File: config.mk
export PLATFORM = sky130hd
export DESIGN_NAME = fdc_recal_seq
export DESIGN_NICKNAME = d
export VERILOG_FILES = /design/src/rtl/fdc_recal_pkg.sv /design/src/rtl/fdc_bit_sync.sv /design/src/rtl/fdc_recal_ctrl.sv /design/src/rtl/fdc_recal_status.sv /design/src/rtl/fdc_recal_seq.sv
export SDC_FILE = /design/constraint.sdc
export NUM_CORES = 1
export LEC_CHECK = 0
export BUFFER_PORTS_ARGS = -buffer_cell sky130_fd_sc_hd__buf_2
export CAP_MARGIN = 0
export CORE_ASPECT_RATIO = 1.2
export CORE_MARGIN = 3
export CORE_UTILIZATION = 57
export CTS_BUF_LIST = sky130_fd_sc_hd__clkbuf_2 sky130_fd_sc_hd__clkbuf_4 sky130_fd_sc_hd__clkbuf_8
export DETAILED_ROUTE_END_ITERATION = 7
export PLACE_DENSITY = 0.9
export SETUP_SLACK_MARGIN = 0.5
export SYNTH_ARGS = -nofsm -noshare
export SYNTH_HDL_FRONTEND = slang
export SYNTH_HIERARCHICAL = 1
export SYNTH_SLANG_ARGS = --single-unit
File: constraint.sdc
create_clock -name clk -period 1.86 [get_ports clk]
set_clock_uncertainty 0.15 [all_clocks]
set_input_delay 0.279 -clock clk [delete_from_list [all_inputs] [get_ports clk]]
set_output_delay 0.279 -clock clk [all_outputs]
set_load 0.05 [all_outputs]
File: src/rtl/fdc_recal_pkg.sv
package fdc_recal_pkg;

  typedef enum logic [1:0] {
    RC_IDLE  = 2'd0,
    RC_WAIT  = 2'd1,
    RC_PULSE = 2'd2
  } rc_state_e;

  // status byte layout: completion code, seek-end, equipment-check, spare
  typedef struct packed {
    logic [1:0] ic;
    logic       se;
    logic       ec;
    logic [3:0] spare;
  } st0_t;

  localparam logic [1:0] IC_NORMAL   = 2'b00;
  localparam logic [1:0] IC_ABNORMAL = 2'b01;

endpackage

File: src/rtl/fdc_bit_sync.sv
module fdc_bit_sync #(
  parameter int STAGES = 2
) (
  input  logic clk,
  input  logic rst_n,
  input  logic d_i,
  output logic q_o
);

  logic [STAGES-1:0] sh_q;
  logic [STAGES-1:0] sh_d;

  always_comb begin
    sh_d = {sh_q[STAGES-2:0], d_i};
  end

  always_ff @(posedge clk or negedge rst_n) begin
    if (!rst_n) sh_q <= '0;
    else        sh_q <= sh_d;
  end

  assign q_o = sh_q[STAGES-1];

endmodule

File: src/rtl/fdc_recal_ctrl.sv
module fdc_recal_ctrl
  import fdc_recal_pkg::*;
#(
  parameter int MAX_STEPS = 80,
  parameter int PCN_W     = 8
) (
  input  logic             clk,
  input  logic             rst_n,
  input  logic             start_i,
  input  logic             trk_s_i,
  input  logic             tick_i,
  output logic             busy_o,
  output logic             step_o,
  output logic             dir_o,
  output logic [PCN_W-1:0] pcn_o,
  output logic             done_ok_o,
  output logic             done_fail_o
);

  localparam int CNT_W = $clog2(MAX_STEPS + 1);
  localparam logic [CNT_W-1:0] CNT_LAST = CNT_W'(MAX_STEPS);

  rc_state_e        state_q, state_d;
  logic [CNT_W-1:0] cnt_q, cnt_d;
  logic             step_q, step_d;
  logic             dir_q, dir_d;
  logic [PCN_W-1:0] pcn_q, pcn_d;
  logic             en;

  always_comb begin
    state_d     = state_q;
    cnt_d       = cnt_q;
    step_d      = step_q;
    dir_d       = dir_q;
    pcn_d       = pcn_q;
    done_ok_o   = 1'b0;
    done_fail_o = 1'b0;
    unique case (state_q)
      RC_IDLE: begin
        if (start_i) begin
          state_d = RC_WAIT;
          cnt_d   = '0;
          dir_d   = 1'b0;
          pcn_d   = '0;
        end
      end
      RC_WAIT: begin
        if (tick_i) begin
          if (trk_s_i) begin
            done_ok_o = 1'b1;
            state_d   = RC_IDLE;
          end else if (cnt_q == CNT_LAST) begin
            done_fail_o = 1'b1;
            state_d     = RC_IDLE;
          end else begin
            step_d  = 1'b1;
            cnt_d   = cnt_q + 1'b1;
            state_d = RC_PULSE;
          end
        end
      end
      RC_PULSE: begin
        if (tick_i) begin
          step_d  = 1'b0;
          state_d = RC_WAIT;
        end
      end
      default: state_d = RC_IDLE;
    endcase
  end

  // registers load only when the state machine has something to do
  assign en = (state_q == RC_IDLE) ? start_i : tick_i;

  always_ff @(posedge clk or negedge rst_n) begin
    if (!rst_n) begin
      state_q <= RC_IDLE;
      cnt_q   <= '0;
      step_q  <= 1'b0;
      dir_q   <= 1'b1;
      pcn_q   <= '0;
    end else if (en) begin
      state_q <= state_d;
      cnt_q   <= cnt_d;
      step_q  <= step_d;
      dir_q   <= dir_d;
      pcn_q   <= pcn_d;
    end
  end

  assign busy_o = (state_q != RC_IDLE);
  assign step_o = step_q;
  assign dir_o  = dir_q;
  assign pcn_o  = pcn_q;

endmodule

File: src/rtl/fdc_recal_status.sv
module fdc_recal_status
  import fdc_recal_pkg::*;
#(
  parameter int PCN_W = 8
) (
  input  logic             clk,
  input  logic             rst_n,
  input  logic             done_ok_i,
  input  logic             done_fail_i,
  input  logic             sense_rd_i,
  input  logic [PCN_W-1:0] pcn_i,
  output logic [7:0]       st0_o,
  output logic             irq_o,
  output logic [7:0]       rd_st0_o,
  output logic [PCN_W-1:0] rd_pcn_o
);

  st0_t             st0_q, st0_d;
  logic             irq_q, irq_d;
  logic [7:0]       rd_st0_q, rd_st0_d;
  logic [PCN_W-1:0] rd_pcn_q, rd_pcn_d;
  logic             done;

  assign done = done_ok_i | done_fail_i;

  always_comb begin
    st0_d    = st0_q;
    irq_d    = irq_q;
    rd_st0_d = rd_st0_q;
    rd_pcn_d = rd_pcn_q;
    if (sense_rd_i) begin
      rd_st0_d = st0_q;
      rd_pcn_d = pcn_i;
      st0_d    = '0;
      irq_d    = 1'b0;
    end
    if (done) begin
      st0_d.ic    = done_fail_i ? IC_ABNORMAL : IC_NORMAL;
      st0_d.se    = 1'b1;
      st0_d.ec    = done_fail_i;
      st0_d.spare = '0;
      irq_d       = 1'b1;
    end
  end

  always_ff @(posedge clk or negedge rst_n) begin
    if (!rst_n) begin
      st0_q    <= '0;
      irq_q    <= 1'b0;
      rd_st0_q <= '0;
      rd_pcn_q <= '0;
    end else if (done | sense_rd_i) begin
      st0_q    <= st0_d;
      irq_q    <= irq_d;
      rd_st0_q <= rd_st0_d;
      rd_pcn_q <= rd_pcn_d;
    end
  end

  assign st0_o    = st0_q;
  assign irq_o    = irq_q;
  assign rd_st0_o = rd_st0_q;
  assign rd_pcn_o = rd_pcn_q;

endmodule

File: src/rtl/fdc_recal_seq.sv
module fdc_recal_seq #(
  parameter int MAX_STEPS = 80,
  parameter int PCN_W     = 8,
  parameter int SYNC_N    = 2
) (
  input  logic             clk,
  input  logic             rst_n,
  input  logic             start_i,
  input  logic             trk_sense_i,
  input  logic             step_tick_i,
  input  logic             sense_rd_i,
  output logic             dir_o,
  output logic             step_o,
  output logic             busy_o,
  output logic             irq_o,
  output logic [PCN_W-1:0] pcn_o,
  output logic [7:0]       st0_o,
  output logic [7:0]       rd_st0_o,
  output logic [PCN_W-1:0] rd_pcn_o
);

  logic [1:0] rst_sh_q;
  logic       rst_int_n;
  logic       trk_s;
  logic       done_ok;
  logic       done_fail;

  // reset asserts at once, releases on the second clock edge
  always_ff @(posedge clk or negedge rst_n) begin
    if (!rst_n) rst_sh_q <= 2'b00;
    else        rst_sh_q <= {rst_sh_q[0], 1'b1};
  end
  assign rst_int_n = rst_sh_q[1];

  fdc_bit_sync #(.STAGES(SYNC_N)) u_trk_sync (
    .clk   (clk),
    .rst_n (rst_int_n),
    .d_i   (trk_sense_i),
    .q_o   (trk_s)
  );

  fdc_recal_ctrl #(.MAX_STEPS(MAX_STEPS), .PCN_W(PCN_W)) u_ctrl (
    .clk         (clk),
    .rst_n       (rst_int_n),
    .start_i     (start_i),
    .trk_s_i     (trk_s),
    .tick_i      (step_tick_i),
    .busy_o      (busy_o),
    .step_o      (step_o),
    .dir_o       (dir_o),
    .pcn_o       (pcn_o),
    .done_ok_o   (done_ok),
    .done_fail_o (done_fail)
  );

  fdc_recal_status #(.PCN_W(PCN_W)) u_status (
    .clk         (clk),
    .rst_n       (rst_int_n),
    .done_ok_i   (done_ok),
    .done_fail_i (done_fail),
    .sense_rd_i  (sense_rd_i),
    .pcn_i       (pcn_o),
    .st0_o       (st0_o),
    .irq_o       (irq_o),
    .rd_st0_o    (rd_st0_o),
    .rd_pcn_o    (rd_pcn_o)
  );

endmodule


==> metrics.log, run 1 <==
INFO  metric average_wire_length_per_cell_after_detail_routing = 18.0 µm
INFO  metric final_layout_size_suffix_gt1_share = 47.6%
INFO  metric path_max_fanout = 8
INFO  metric syn-cell-area = 0.00138 mm²
INFO  metric setup.worst_path.end_class = register
INFO  metric peakVddDrop = 0.000792 V
INFO  metric grt.total_usage = 22.6%
INFO  metric placeableCoreArea = 0.00218 mm²
INFO  metric synth_top_cell_area_share = ~47%
INFO  metric met3RoutedLength = 202 µm
INFO  metric detail_route.drc_violations = 0
INFO  metric synth.largest_area_cell = sky130_fd_sc_hd__dfrtp_1
INFO  metric placementRows = 18
INFO  metric inserted_diodes = 0
INFO  metric clockRootBuffer = sky130_fd_sc_hd__clkbuf_4
INFO  metric clkPwrFrac = between 10% and 20%
INFO  metric maximum_number_of_pins_on_one_net_before_global_route_repair = 19
INFO  metric insertion_delay = 330 ps
INFO  metric cp.buffers_inverters = 1
INFO  metric final-setup-viol-count = 0
INFO  metric cp_data_required_time = 1970 ps
INFO  metric gr-total-overflow = 0
INFO  metric antenna_violations_before_repair = 0
INFO  metric synth_top_flop_cell = sky130_fd_sc_hd__dfrtp_1
INFO  metric fin_worst_hold_slack = 54.6 ps
INFO  metric ioPinCount = 42
INFO  metric route.top_layer_used = met4
INFO  metric synth_area_leaders = sky130_fd_sc_hd__dfrtp_1 (47%), sky130_fd_sc_hd__buf_4 (11%), sky130_fd_sc_hd__mux2_4 (8.7%), sky130_fd_sc_hd__nor2_1 (2.7%), sky130_fd_sc_hd__o21ai_0 (2.5%)
INFO  metric p_leak = 0.897 nW
INFO  metric synth_cell_types = 33
INFO  metric asyncSetResetFlopFracSynth = 100%
INFO  metric wl_met2 = 1.93 mm
INFO  metric worst_path_dominant_cell_family = compound AO/OA/AOI/OAI gates
INFO  metric finalNonFillerCells = approximately 190
INFO  metric via_count_of_the_first_global_routing_pass = 1041
INFO  metric postSynthAreaPerCell = 11.5 µm²
INFO  metric synth_edf_count = 0
INFO  metric tritoncts_clock_tree = done
INFO  metric drt-pass1-iter-count = 5
INFO  metric layout_setup_ws = approximately 150 ps
INFO  metric critPathSlowestCell = sky130_fd_sc_hd__a211oi_4
INFO  metric clock_sink_count = 27
INFO  metric synth.top_cells.by_count = sky130_fd_sc_hd__dfrtp_1 (26), sky130_fd_sc_hd__buf_4 (21), sky130_fd_sc_hd__nor2_1 (10)
INFO  metric dieHeight = 59.9 µm
INFO  metric hold_class = in -> reg
INFO  metric clock_slew_at_reported_path_ffs = between 150 and 200 ps
INFO  metric startpoint_type = register
INFO  metric start_util = 63.1%
INFO  metric floorplan.die_area = slightly above 0.003 mm²
INFO  metric max_freq = 583 MHz
INFO  metric fin_crit = 1710 ps
INFO  metric post-synth-top-count-cell = sky130_fd_sc_hd__dfrtp_1
INFO  metric num_vias = 1056
INFO  metric htree_levels = 1
INFO  metric fin_crit_sh = 92.2%
INFO  metric drv.max_cap_violation_count = 0
INFO  metric cpPeakStageDelay = 410 ps
INFO  metric numPortBuffers = 23
INFO  metric share_seq_of_total_power = 42.8%
INFO  metric cellInternalPower = 1.01 mW
INFO  metric routabilityCongestion = 0.756
INFO  metric place_inst = 168
INFO  metric nets_final = 173
INFO  metric detailed_place_hpwl = roughly 1.9 mm
INFO  metric postRouteWirelength = 3.50 mm
INFO  metric vias_per_cell = 5.44
INFO  metric setup_cp_type = reg -> reg
INFO  metric slew_viol_final = 0
INFO  metric drt-met1-wl = 1.24 mm
INFO  metric grt_first_pass_wirelength = 5.04 mm
INFO  metric placement.setup.worst_slack = 196 ps
INFO  metric detail-route-antenna-nets = 0
INFO  metric drt_iter0_drc = 53
INFO  metric p_switching = 659 µW
INFO  metric net_switching_share_of_the_total_power = 39.6%
INFO  metric unrepaired_setup_endpoints_after_global_routing = yes
INFO  metric share_comb_of_total_power = 40.9%
INFO  metric cts_buffers = 3
INFO  metric status = finished clean
INFO  metric ys_seq_area_share = 49.1%
INFO  metric layout-area-overhead-vs-synth = 31.6%
INFO  metric cell_pwr_density = 918 mW/mm²
INFO  metric fp.dieW = 50.9 µm
INFO  metric register_bit_total_from_synthesis = 27
INFO  metric total_neg_setup_slack = 0 ps
INFO  metric timing.final.hold_violations = 0
INFO  metric worst_path_arrival_time = approximately 1800 ps
INFO  metric synth-warning-count = 6
INFO  metric largest_buffer_count_on_any_clock_path = 2
INFO  metric cp_cell_sequence = inv_1 -> ha_2 -> and2_4 -> a211oi_4 -> a41oi_2 -> a31oi_1
INFO  metric syn_inst = 120
## metrics by stage
step / instance area [µm²] / total power, mW / util (%)
3_5_place_dp: 1450 / 1.20 / 66.3
2_1_floorplan: 1460 / 1.13 / -
6_report: 1810 / 1.67 / 83.0
3_3_place_gp: 1450 / 1.17 / 66.3
5_1_grt: 1810 / 1.73 / 83.0
4_1_cts: 1740 / 1.62 / 79.7
## sequential cells by signal, indices dropped and copies added, names as in the netlist
register and flops:
u_status/st0_o 1, u_status/rd_pcn_o 8, u_ctrl/state_q 2, u_trk_sync/sh_q 2, u_ctrl/cnt_q 7, u_ctrl/dir_o 1, u_status/irq_o 1, rst_sh_q 2
u_status/rd_st0_o 2, u_ctrl/step_o 1
## routing by layer
layer	GRT usage (%)	vias up
met5	0	-
met4	9.62	0
met3	3.49	17
met2	42.7	65
met1	25.1	518
li1	-	456
## power by group through the flow
stage,registers [mW],clock network (mW),logic [mW]
after detailed placement,0.719,0,0.481
after floorplan,0.834,0,0.297
final,0.712,0.271,0.682
after global placement,0.711,0,0.462
after CTS,0.702,0.277,0.636
after global routing,0.718,0.299,0.715
## cell families (layout without fill, tap and decap cells)
family | Yosys count | in the layout | synth area share, %
DFF | 27 | 27 | 49.1
muxes | 12 | 12 | 11.9
and+or+nand+nor | 28 | 28 | 12.3
AOI/OAI and AO/OA | 19 | 19 | 9.53
xor gates and xnor gates | 1 | 1 | 0.635
other | 3 | 19 | 0.817
adders and majority gates | 2 | 2 | 1.81
buffers and inverters | 28 | 56 | 13.9
## area by class of cell
class	count	area (µm²)
Sequential cell	27	684
Multi-Input combinational cell	81	622
Timing Repair Buffer	46	417
Fill cell	124	370
Tap cell	30	37.5
Clock buffer	3	22.5
Inverter	6	22.5
Clock inverter	1	8.76
## layout by cell type (no fill, tap or decap), drive strengths merged, types with 2 or more instances in the layout
master / Yosys / routed
dlygate4sd3: 0 / 5
and3: 2 / 2
nand2b: 3 / 3
dfrtp: 26 / 26
nand3: 2 / 2
a31oi: 2 / 2
conb: 3 / 19
a22o: 2 / 2
nand3b: 2 / 2
a21o: 2 / 2
nor2: 10 / 10
o21ai: 9 / 9
mux2: 11 / 11
inv: 6 / 7
ha: 2 / 2
buf: 22 / 41
clkbuf: 0 / 3
nand2: 5 / 5
## final timing paths
check                                 from           endpoint  slack (ps)  depth (start not counted)
max                        u_ctrl/cnt_q[1]    u_ctrl/cnt_q[5]         150                          6
min                            step_tick_i  u_ctrl/state_q[0]          50                          2
min in group asynchronous            rst_n        rst_sh_q[1]          80                          2
max in group asynchronous      rst_sh_q[1]  u_ctrl/state_q[1]         760                          1
max reg2reg                u_ctrl/cnt_q[1]    u_ctrl/cnt_q[5]         150                          6
min reg2reg                    rst_sh_q[1]       u_ctrl/dir_o         120                          0
## what timing repair did
| action | CTS | global route |
|---|---|---|
| resized for setup | 41 | 11 |
| hold buffers | 5 | 0 |
| hold endpoints to repair | 6 | 0 |
| pin swaps | 1 | 6 |
| buffers inserted | 11 | 6 |
| endpoints found under the setup margin | 29 | 28 |
(Power assumes the default switching activity.)
==> run 2: changes to the inputs <==
--- a/config.mk
+++ b/config.mk
@@ -13,6 +13,7 @@
 export CTS_BUF_LIST = sky130_fd_sc_hd__clkbuf_2 sky130_fd_sc_hd__clkbuf_4 sky130_fd_sc_hd__clkbuf_8
 export DETAILED_ROUTE_END_ITERATION = 7
 export PLACE_DENSITY = 0.9
+export REMOVE_ABC_BUFFERS = 1
 export SETUP_SLACK_MARGIN = 0.5
 export SYNTH_ARGS = -nofsm -noshare
 export SYNTH_HDL_FRONTEND = slang
==> metrics.log, run 2 (synthesis results as in run 1) <==
INFO  metric status = finished clean
INFO  metric final-setup-viol-count = 0 (unchanged)
INFO  metric vias_per_cell = 5.29 (-2.9%)
INFO  metric worst_path_arrival_time = 1820 ps (about the same)
INFO  metric htree_levels = 1 (unchanged)
INFO  metric fin_worst_hold_slack = 53.9 ps (-0.652 ps)
INFO  metric cell_pwr_density = 901 mW/mm² (-1.8%)
INFO  metric average_wire_length_per_cell_after_detail_routing = 18.0 µm (-0.31%)
INFO  metric cp.buffers_inverters = 1 (unchanged)
INFO  metric largest_buffer_count_on_any_clock_path = 2 (unchanged)
INFO  metric net_switching_share_of_the_total_power = 39.3% (-0.29 points)
INFO  metric timing.final.hold_violations = 0 (unchanged)
INFO  metric total_neg_setup_slack = 0 ps (unchanged)
INFO  metric fin_crit = 1740 ps (+26.3 ps)
INFO  metric critPathSlowestCell = sky130_fd_sc_hd__dfrtp_1
INFO  metric drv.max_cap_violation_count = 0 (unchanged)
INFO  metric dpl-instance-area = 0.00143 mm² (-1.2%)
INFO  metric via_count_of_the_first_global_routing_pass = 909 (-13%)
INFO  metric fp.dieW = 50.9 µm (unchanged)
INFO  metric p_switching = 667 µW (+1.3%)
INFO  metric placeableCoreArea = 0.00218 mm² (unchanged)
INFO  metric worst_path_dominant_cell_family = compound AO/OA/AOI/OAI gates
INFO  metric num_vias = 1036 (-1.9%)
INFO  metric detail_route.drc_violations = 0 (unchanged)
INFO  metric nets_final = 175 (+1.2%)
INFO  metric layout_common_cells = sky130_fd_sc_hd__buf_6 (21), sky130_fd_sc_hd__dfrtp_1 (21), sky130_fd_sc_hd__conb_1 (19), sky130_fd_sc_hd__buf_4 (18), sky130_fd_sc_hd__mux2_4 (9)
INFO  metric placementRows = 18 (unchanged)
INFO  metric layout-area-overhead-vs-synth = 36.8%
INFO  metric numPortBuffers = 23 (unchanged)
INFO  metric cellInternalPower = 1.03 mW (+2.6%)
INFO  metric drt_iter0_drc = 46 (-13%)
INFO  metric routabilityCongestion = 0.914 (+21%)
INFO  metric max_freq = 575 MHz (-1.5%)
INFO  metric maximum_number_of_pins_on_one_net_before_global_route_repair = 26 (+7)
INFO  metric drt-pass1-iter-count = 4 (-1)
INFO  metric floorplan.die_area = 0.00305 mm² (unchanged)
INFO  metric share_comb_of_total_power = 42.7% (+1.8 points)
INFO  metric clockRootBuffer = sky130_fd_sc_hd__clkbuf_4
INFO  metric setup_cp_type = reg -> reg
INFO  metric hold_class = in -> reg
INFO  metric insertion_delay = 330 ps (about the same)
INFO  metric antenna_violations_before_repair = 0 (unchanged)
INFO  metric cpPeakStageDelay = 410 ps (about the same)
INFO  metric peakVddDrop = 0.000862 V (+8.7%)
INFO  metric final_layout_size_suffix_gt1_share = 52.4% (+4.8 points)
INFO  metric max_reg_flops = 8 (unchanged)
INFO  metric cp_cell_sequence = inv_1 -> ha_2 -> and2_4 -> a211oi_4 -> a41oi_1 -> a31oi_1
INFO  metric postRouteWirelength = 3.53 mm (+0.71%)
INFO  metric ioPinCount = 42 (unchanged)
INFO  metric inserted_diodes = 0 (unchanged)
INFO  metric clock_sink_count = 27 (unchanged)
INFO  metric tritoncts_clock_tree = done
INFO  metric setup.worst_path.end_class = register
INFO  metric dieHeight = 59.9 µm (unchanged)
INFO  metric cts_buffers = 3 (unchanged)
INFO  metric gr-total-overflow = 0 (unchanged)
INFO  metric fin_crit_sh = 93.6% (+1.4 points)
INFO  metric slew_viol_final = 0 (unchanged)
INFO  metric place_inst = 168 (unchanged)
INFO  metric fin_area = 0.00189 mm² (+4.0%)
INFO  metric grt_first_pass_wirelength = 4.44 mm (-12%)
INFO  metric share_seq_of_total_power = 41.6% (-1.2 points)
INFO  metric clock_slew_at_reported_path_ffs = 140 ps (-20 ps)
INFO  metric cp_data_required_time = 1940 ps (-30 ps)
INFO  metric clkPwrFrac = 15.7% (-0.6 points)
INFO  metric p_leak = 0.932 nW (+3.9%)
INFO  metric detailed_place_hpwl = 1.73 mm (-7.3%)
INFO  metric startpoint_type = register
INFO  metric path_max_fanout = 3 (-5)
INFO  metric detail-route-antenna-nets = 0 (unchanged)
INFO  metric start_util = 63.1% (unchanged)
INFO  metric finalNonFillerCells = 196 (+1.0%)
INFO  metric grt.total_usage = 19.9% (-2.7 points)
INFO  metric unrepaired_setup_endpoints_after_global_routing = yes
## run 2: cell count changes in the layout (fill, tap and decap cells not counted), sizes merged
cell / previous run / this run
clkbuf: 3 / 4
buf: 41 / 45
dlygate4sd3: 5 / 3
inv: 7 / 6
## run 2: metal layers
layer | share of wire [%] | GRT usage, %
met1 | 39 | 23.1
met4 | 2.8 | 8.08
met2 | 52 | 37.1
met5 | 0 | 0
met3 | 6.1 | 2.24
## run 2: cell type report
cell class	count	area [µm²]
sequential	27	683
clock buffer	4	30.0
fill	88	298
inverter	6	22.5
multi-input combinational	81	672
timing repair buffer	48	442
tap	30	37.5
## run 2: through the flow
step | setup WS, ps | power (mW) | utilization (%)
final | 120 | 1.70 | 86.4
after global routing | 134 | 1.77 | 86.4
after CTS | 298 | 1.55 | 77.0
after detailed placement | 149 | 1.18 | 65.5
after global placement | 250 | 1.17 | 65.5
after floorplan | 304 | 1.08 | -
## run 2: worst paths after layout
path / from / end / slack, ps / cells after the start
max in group asynchronous: rst_sh_q[1] / u_ctrl/dir_o / 1180 / 1
max: u_ctrl/cnt_q[1] / u_ctrl/cnt_q[5] / 120 / 6
min in group asynchronous: rst_sh_q[1] / u_status/rd_pcn_o[2] / 100 / 1
min: step_tick_i / u_ctrl/state_q[0] / 50 / 2
min reg2reg: rst_sh_q[1] / u_status/rd_pcn_o[2] / 100 / 1
max reg2reg: u_ctrl/cnt_q[1] / u_ctrl/cnt_q[5] / 120 / 6
## run 2: power groups by stage
stage | logic, mW | registers, mW | clock network (mW)
floorplan | 0.238 | 0.845 | 0
global placement | 0.457 | 0.709 | 0
finish | 0.726 | 0.708 | 0.266
detailed placement | 0.469 | 0.715 | 0
CTS | 0.600 | 0.692 | 0.260
global route | 0.761 | 0.714 | 0.300
## run 2: what timing repair did
item                       in CTS  in global routing
resized for setup              35                 41
hold buffers                    3                  0
pin swaps                       5                  8
setup endpoints to repair      29                 29
setup buffers                  13                  8
hold endpoints to repair        4                  0
==> run 3: changes to the inputs <==
--- a/config.mk
+++ b/config.mk
@@ -9,10 +9,11 @@
 export CAP_MARGIN = 0
 export CORE_ASPECT_RATIO = 1.2
 export CORE_MARGIN = 3
-export CORE_UTILIZATION = 57
+export CORE_UTILIZATION = 55
 export CTS_BUF_LIST = sky130_fd_sc_hd__clkbuf_2 sky130_fd_sc_hd__clkbuf_4 sky130_fd_sc_hd__clkbuf_8
 export DETAILED_ROUTE_END_ITERATION = 7
-export PLACE_DENSITY = 0.9
+export HOLD_SLACK_MARGIN = 0.03
+export PLACE_DENSITY = 0.88
 export REMOVE_ABC_BUFFERS = 1
 export SETUP_SLACK_MARGIN = 0.5
 export SYNTH_ARGS = -nofsm -noshare
==> metrics.log, run 3 (synthesis results as in run 1) <==
INFO  metric status = finished clean
INFO  metric clock_sink_count = 27 (unchanged)
INFO  metric path_max_fanout = 4 (+1)
INFO  metric layout_common_cells = sky130_fd_sc_hd__dfrtp_1 (21), sky130_fd_sc_hd__buf_6 (20), sky130_fd_sc_hd__buf_4 (19), sky130_fd_sc_hd__conb_1 (19), sky130_fd_sc_hd__mux2_4 (9)
INFO  metric gr-total-overflow = 0 (unchanged)
INFO  metric cellInternalPower = 1.02 mW (-1.1%)
INFO  metric dieHeight = 60.8 µm (+1.6%)
INFO  metric fin_total_pwr = 1.69 mW (-0.60%)
INFO  metric routabilityCongestion = 0.901 (-1.4%)
INFO  metric maximum_number_of_pins_on_one_net_before_global_route_repair = 26 (unchanged)
INFO  metric fin_crit_sh = 90.6% (-3.0 points)
INFO  metric hold_class = in -> reg
INFO  metric cell_pwr_density = 916 mW/mm² (+1.7%)
INFO  metric max_reg_flops = 8 (unchanged)
INFO  metric drt-pass1-iter-count = 4 (unchanged)
INFO  metric net_switching_share_of_the_total_power = 39.6% (+0.30 points)
INFO  metric layout-area-overhead-vs-synth = 33.8%
INFO  metric start_util = 59.2% (-3.9 points)
INFO  metric floorplan.die_area = 0.00315 mm² (+3.2%)
INFO  metric numPortBuffers = 23 (unchanged)
INFO  metric fin_worst_hold_slack = 36.0 ps (-17.9 ps)
INFO  metric clockRootBuffer = sky130_fd_sc_hd__clkbuf_4
INFO  metric setup.worst_path.end_class = register
INFO  metric via_count_of_the_first_global_routing_pass = 1061 (+17%)
INFO  metric clkPwrFrac = 15.5% (-0.2 points)
INFO  metric fp.dieW = 51.7 µm (+1.6%)
INFO  metric startpoint_type = register
INFO  metric max_freq = 593 MHz (+3.3%)
INFO  metric detailed_place_hpwl = 1.66 mm (-3.9%)
INFO  metric regToRegEndpoint = u_ctrl/cnt_q[0]
INFO  metric placement.setup.worst_slack = 144 ps (-5.16 ps)
INFO  metric num_vias = 1039 (+0.29%)
INFO  metric inserted_diodes = 0 (unchanged)
INFO  metric timing.final.hold_violations = 0 (unchanged)
INFO  metric nets_final = 175 (unchanged)
INFO  metric share_seq_of_total_power = 41.8% (+0.2 points)
INFO  metric largest_buffer_count_on_any_clock_path = 2 (unchanged)
INFO  metric placeableCoreArea = 0.00233 mm² (+6.6%)
INFO  metric setup.worst_path.start = u_ctrl/cnt_q[5]
INFO  metric antenna_violations_before_repair = 0 (unchanged)
INFO  metric layout_commonest_cell = sky130_fd_sc_hd__dfrtp_1
INFO  metric detail_route.drc_violations = 0 (unchanged)
INFO  metric finalNonFillerCells = 197 (+0.51%)
INFO  metric cts_buffers = 3 (unchanged)
INFO  metric peakVddDrop = 0.000677 V (-21%)
INFO  metric ff2ff_setup_slack = 180 ps (+60 ps)
INFO  metric setup_cp_type = reg -> reg
INFO  metric drt_iter0_drc = 32 (-30%)
INFO  metric clock_slew_at_reported_path_ffs = 150 ps (about the same)
INFO  metric placementRows = 19 (+1)
INFO  metric slew_viol_final = 0 (unchanged)
INFO  metric layout_setup_ws = 175 ps (+55.4 ps)
INFO  metric grt.total_usage = 21.3% (+1.4 points)
INFO  metric unrepaired_setup_endpoints_after_global_routing = yes
INFO  metric crit_end = u_ctrl/cnt_q[0]
INFO  metric share_comb_of_total_power = 42.7% (about the same)
INFO  metric htree_levels = 1 (unchanged)
INFO  metric vias_per_cell = 5.27 (-0.22%)
INFO  metric postRouteWirelength = 3.33 mm (-5.6%)
INFO  metric tritoncts_clock_tree = done
INFO  metric detail-route-antenna-nets = 0 (unchanged)
INFO  metric final_layout_size_suffix_gt1_share = 50.0% (-2.4 points)
INFO  metric r2r_cells = 4 (-2)
INFO  metric grt_first_pass_wirelength = 4.89 mm (+9.9%)
INFO  metric ioPinCount = 42 (unchanged)
INFO  metric final-setup-viol-count = 0 (unchanged)
INFO  metric total_neg_setup_slack = 0 ps (unchanged)
INFO  metric fin_crit = 1680 ps (-55.4 ps)
INFO  metric worst_path_arrival_time = 1780 ps (-40 ps)
INFO  metric p_switching = 668 µW (+0.15%)
INFO  metric place_inst = 169 (+0.60%)
INFO  metric drv.max_cap_violation_count = 0 (unchanged)
INFO  metric cp_data_required_time = 1960 ps (+20 ps)
INFO  metric average_wire_length_per_cell_after_detail_routing = 16.9 µm (-6.1%)
INFO  metric p_leak = 0.921 nW (-1.2%)
INFO  metric insertion_delay = 340 ps (about the same)
INFO  metric worstReg2RegStart = u_ctrl/cnt_q[5]
run 3: cell count changes in the layout (fill, tap and decap cells not counted), sizes merged:
cell / change
clkbuf: -1
clkinv: +1
run 3: power groups by stage:
stage               Combinational (mW)  Clock (mW)  Sequential [mW]
finish                           0.721       0.262            0.707
global route                     0.753       0.293            0.713
CTS                              0.625       0.252            0.693
detailed placement               0.468           0            0.715
global placement                 0.457           0            0.710
floorplan                        0.238           0            0.845
run 3: final cells by class:
type | instances | area, µm²
Clock buffer | 3 | 22.5
Clock inverter | 1 | 5.00
Fill cell | 135 | 485
Inverter | 6 | 22.5
Multi-Input combinational cell | 81 | 634
Sequential cell | 27 | 683
Tap cell | 31 | 38.8
Timing Repair Buffer | 48 | 438
run 3: metal layers:
metal | wire length [µm] | vias to the layer above | share of wire [%] | global-route usage (%)
met1 | 1240 | 508 | 37 | 24.6
li1 | - | 454 | - | -
met2 | 1760 | 68 | 53 | 36.9
met3 | 252 | 9 | 7.6 | 6.39
met4 | 81 | 0 | 2.4 | 8.99
met5 | 0 | - | 0 | 0
run 3: worst min path at each step:
stage	from	end	slack (ps)	cells past startpoint
6_report	step_tick_i	u_ctrl/state_q[0]	40	2
2_1_floorplan	rst_n	rst_sh_q[0]	-170	0
3_3_place_gp	rst_n	rst_sh_q[0]	-90	1
3_5_place_dp	rst_n	rst_sh_q[1]	-90	1
4_1_cts	step_tick_i	u_ctrl/state_q[0]	40	2
5_1_grt	step_tick_i	u_ctrl/state_q[0]	30	2
run 3: critical path, stage by stage (launching register included):
cell	delay (ps)
sky130_fd_sc_hd__dfrtp_2	470
sky130_fd_sc_hd__nor4b_4	410
sky130_fd_sc_hd__a211oi_4	140
sky130_fd_sc_hd__buf_4	160
sky130_fd_sc_hd__mux2_4	260
run 3: timing repair:
item / in CTS / in global routing
endpoints found under the setup margin: 29 / 29
buffers inserted: 13 / 8
pin swaps: 8 / 8
resized for setup: 43 / 23
hold buffers: 3 / 0
hold endpoints to repair: 4 / 0
run 3: through the flow:
step	utilization, %	instance area [µm²]
global placement	61.4	1430
detailed placement	61.4	1430
global route	79.2	1840
CTS	73.3	1710
finish	79.2	1840
floorplan	-	1270
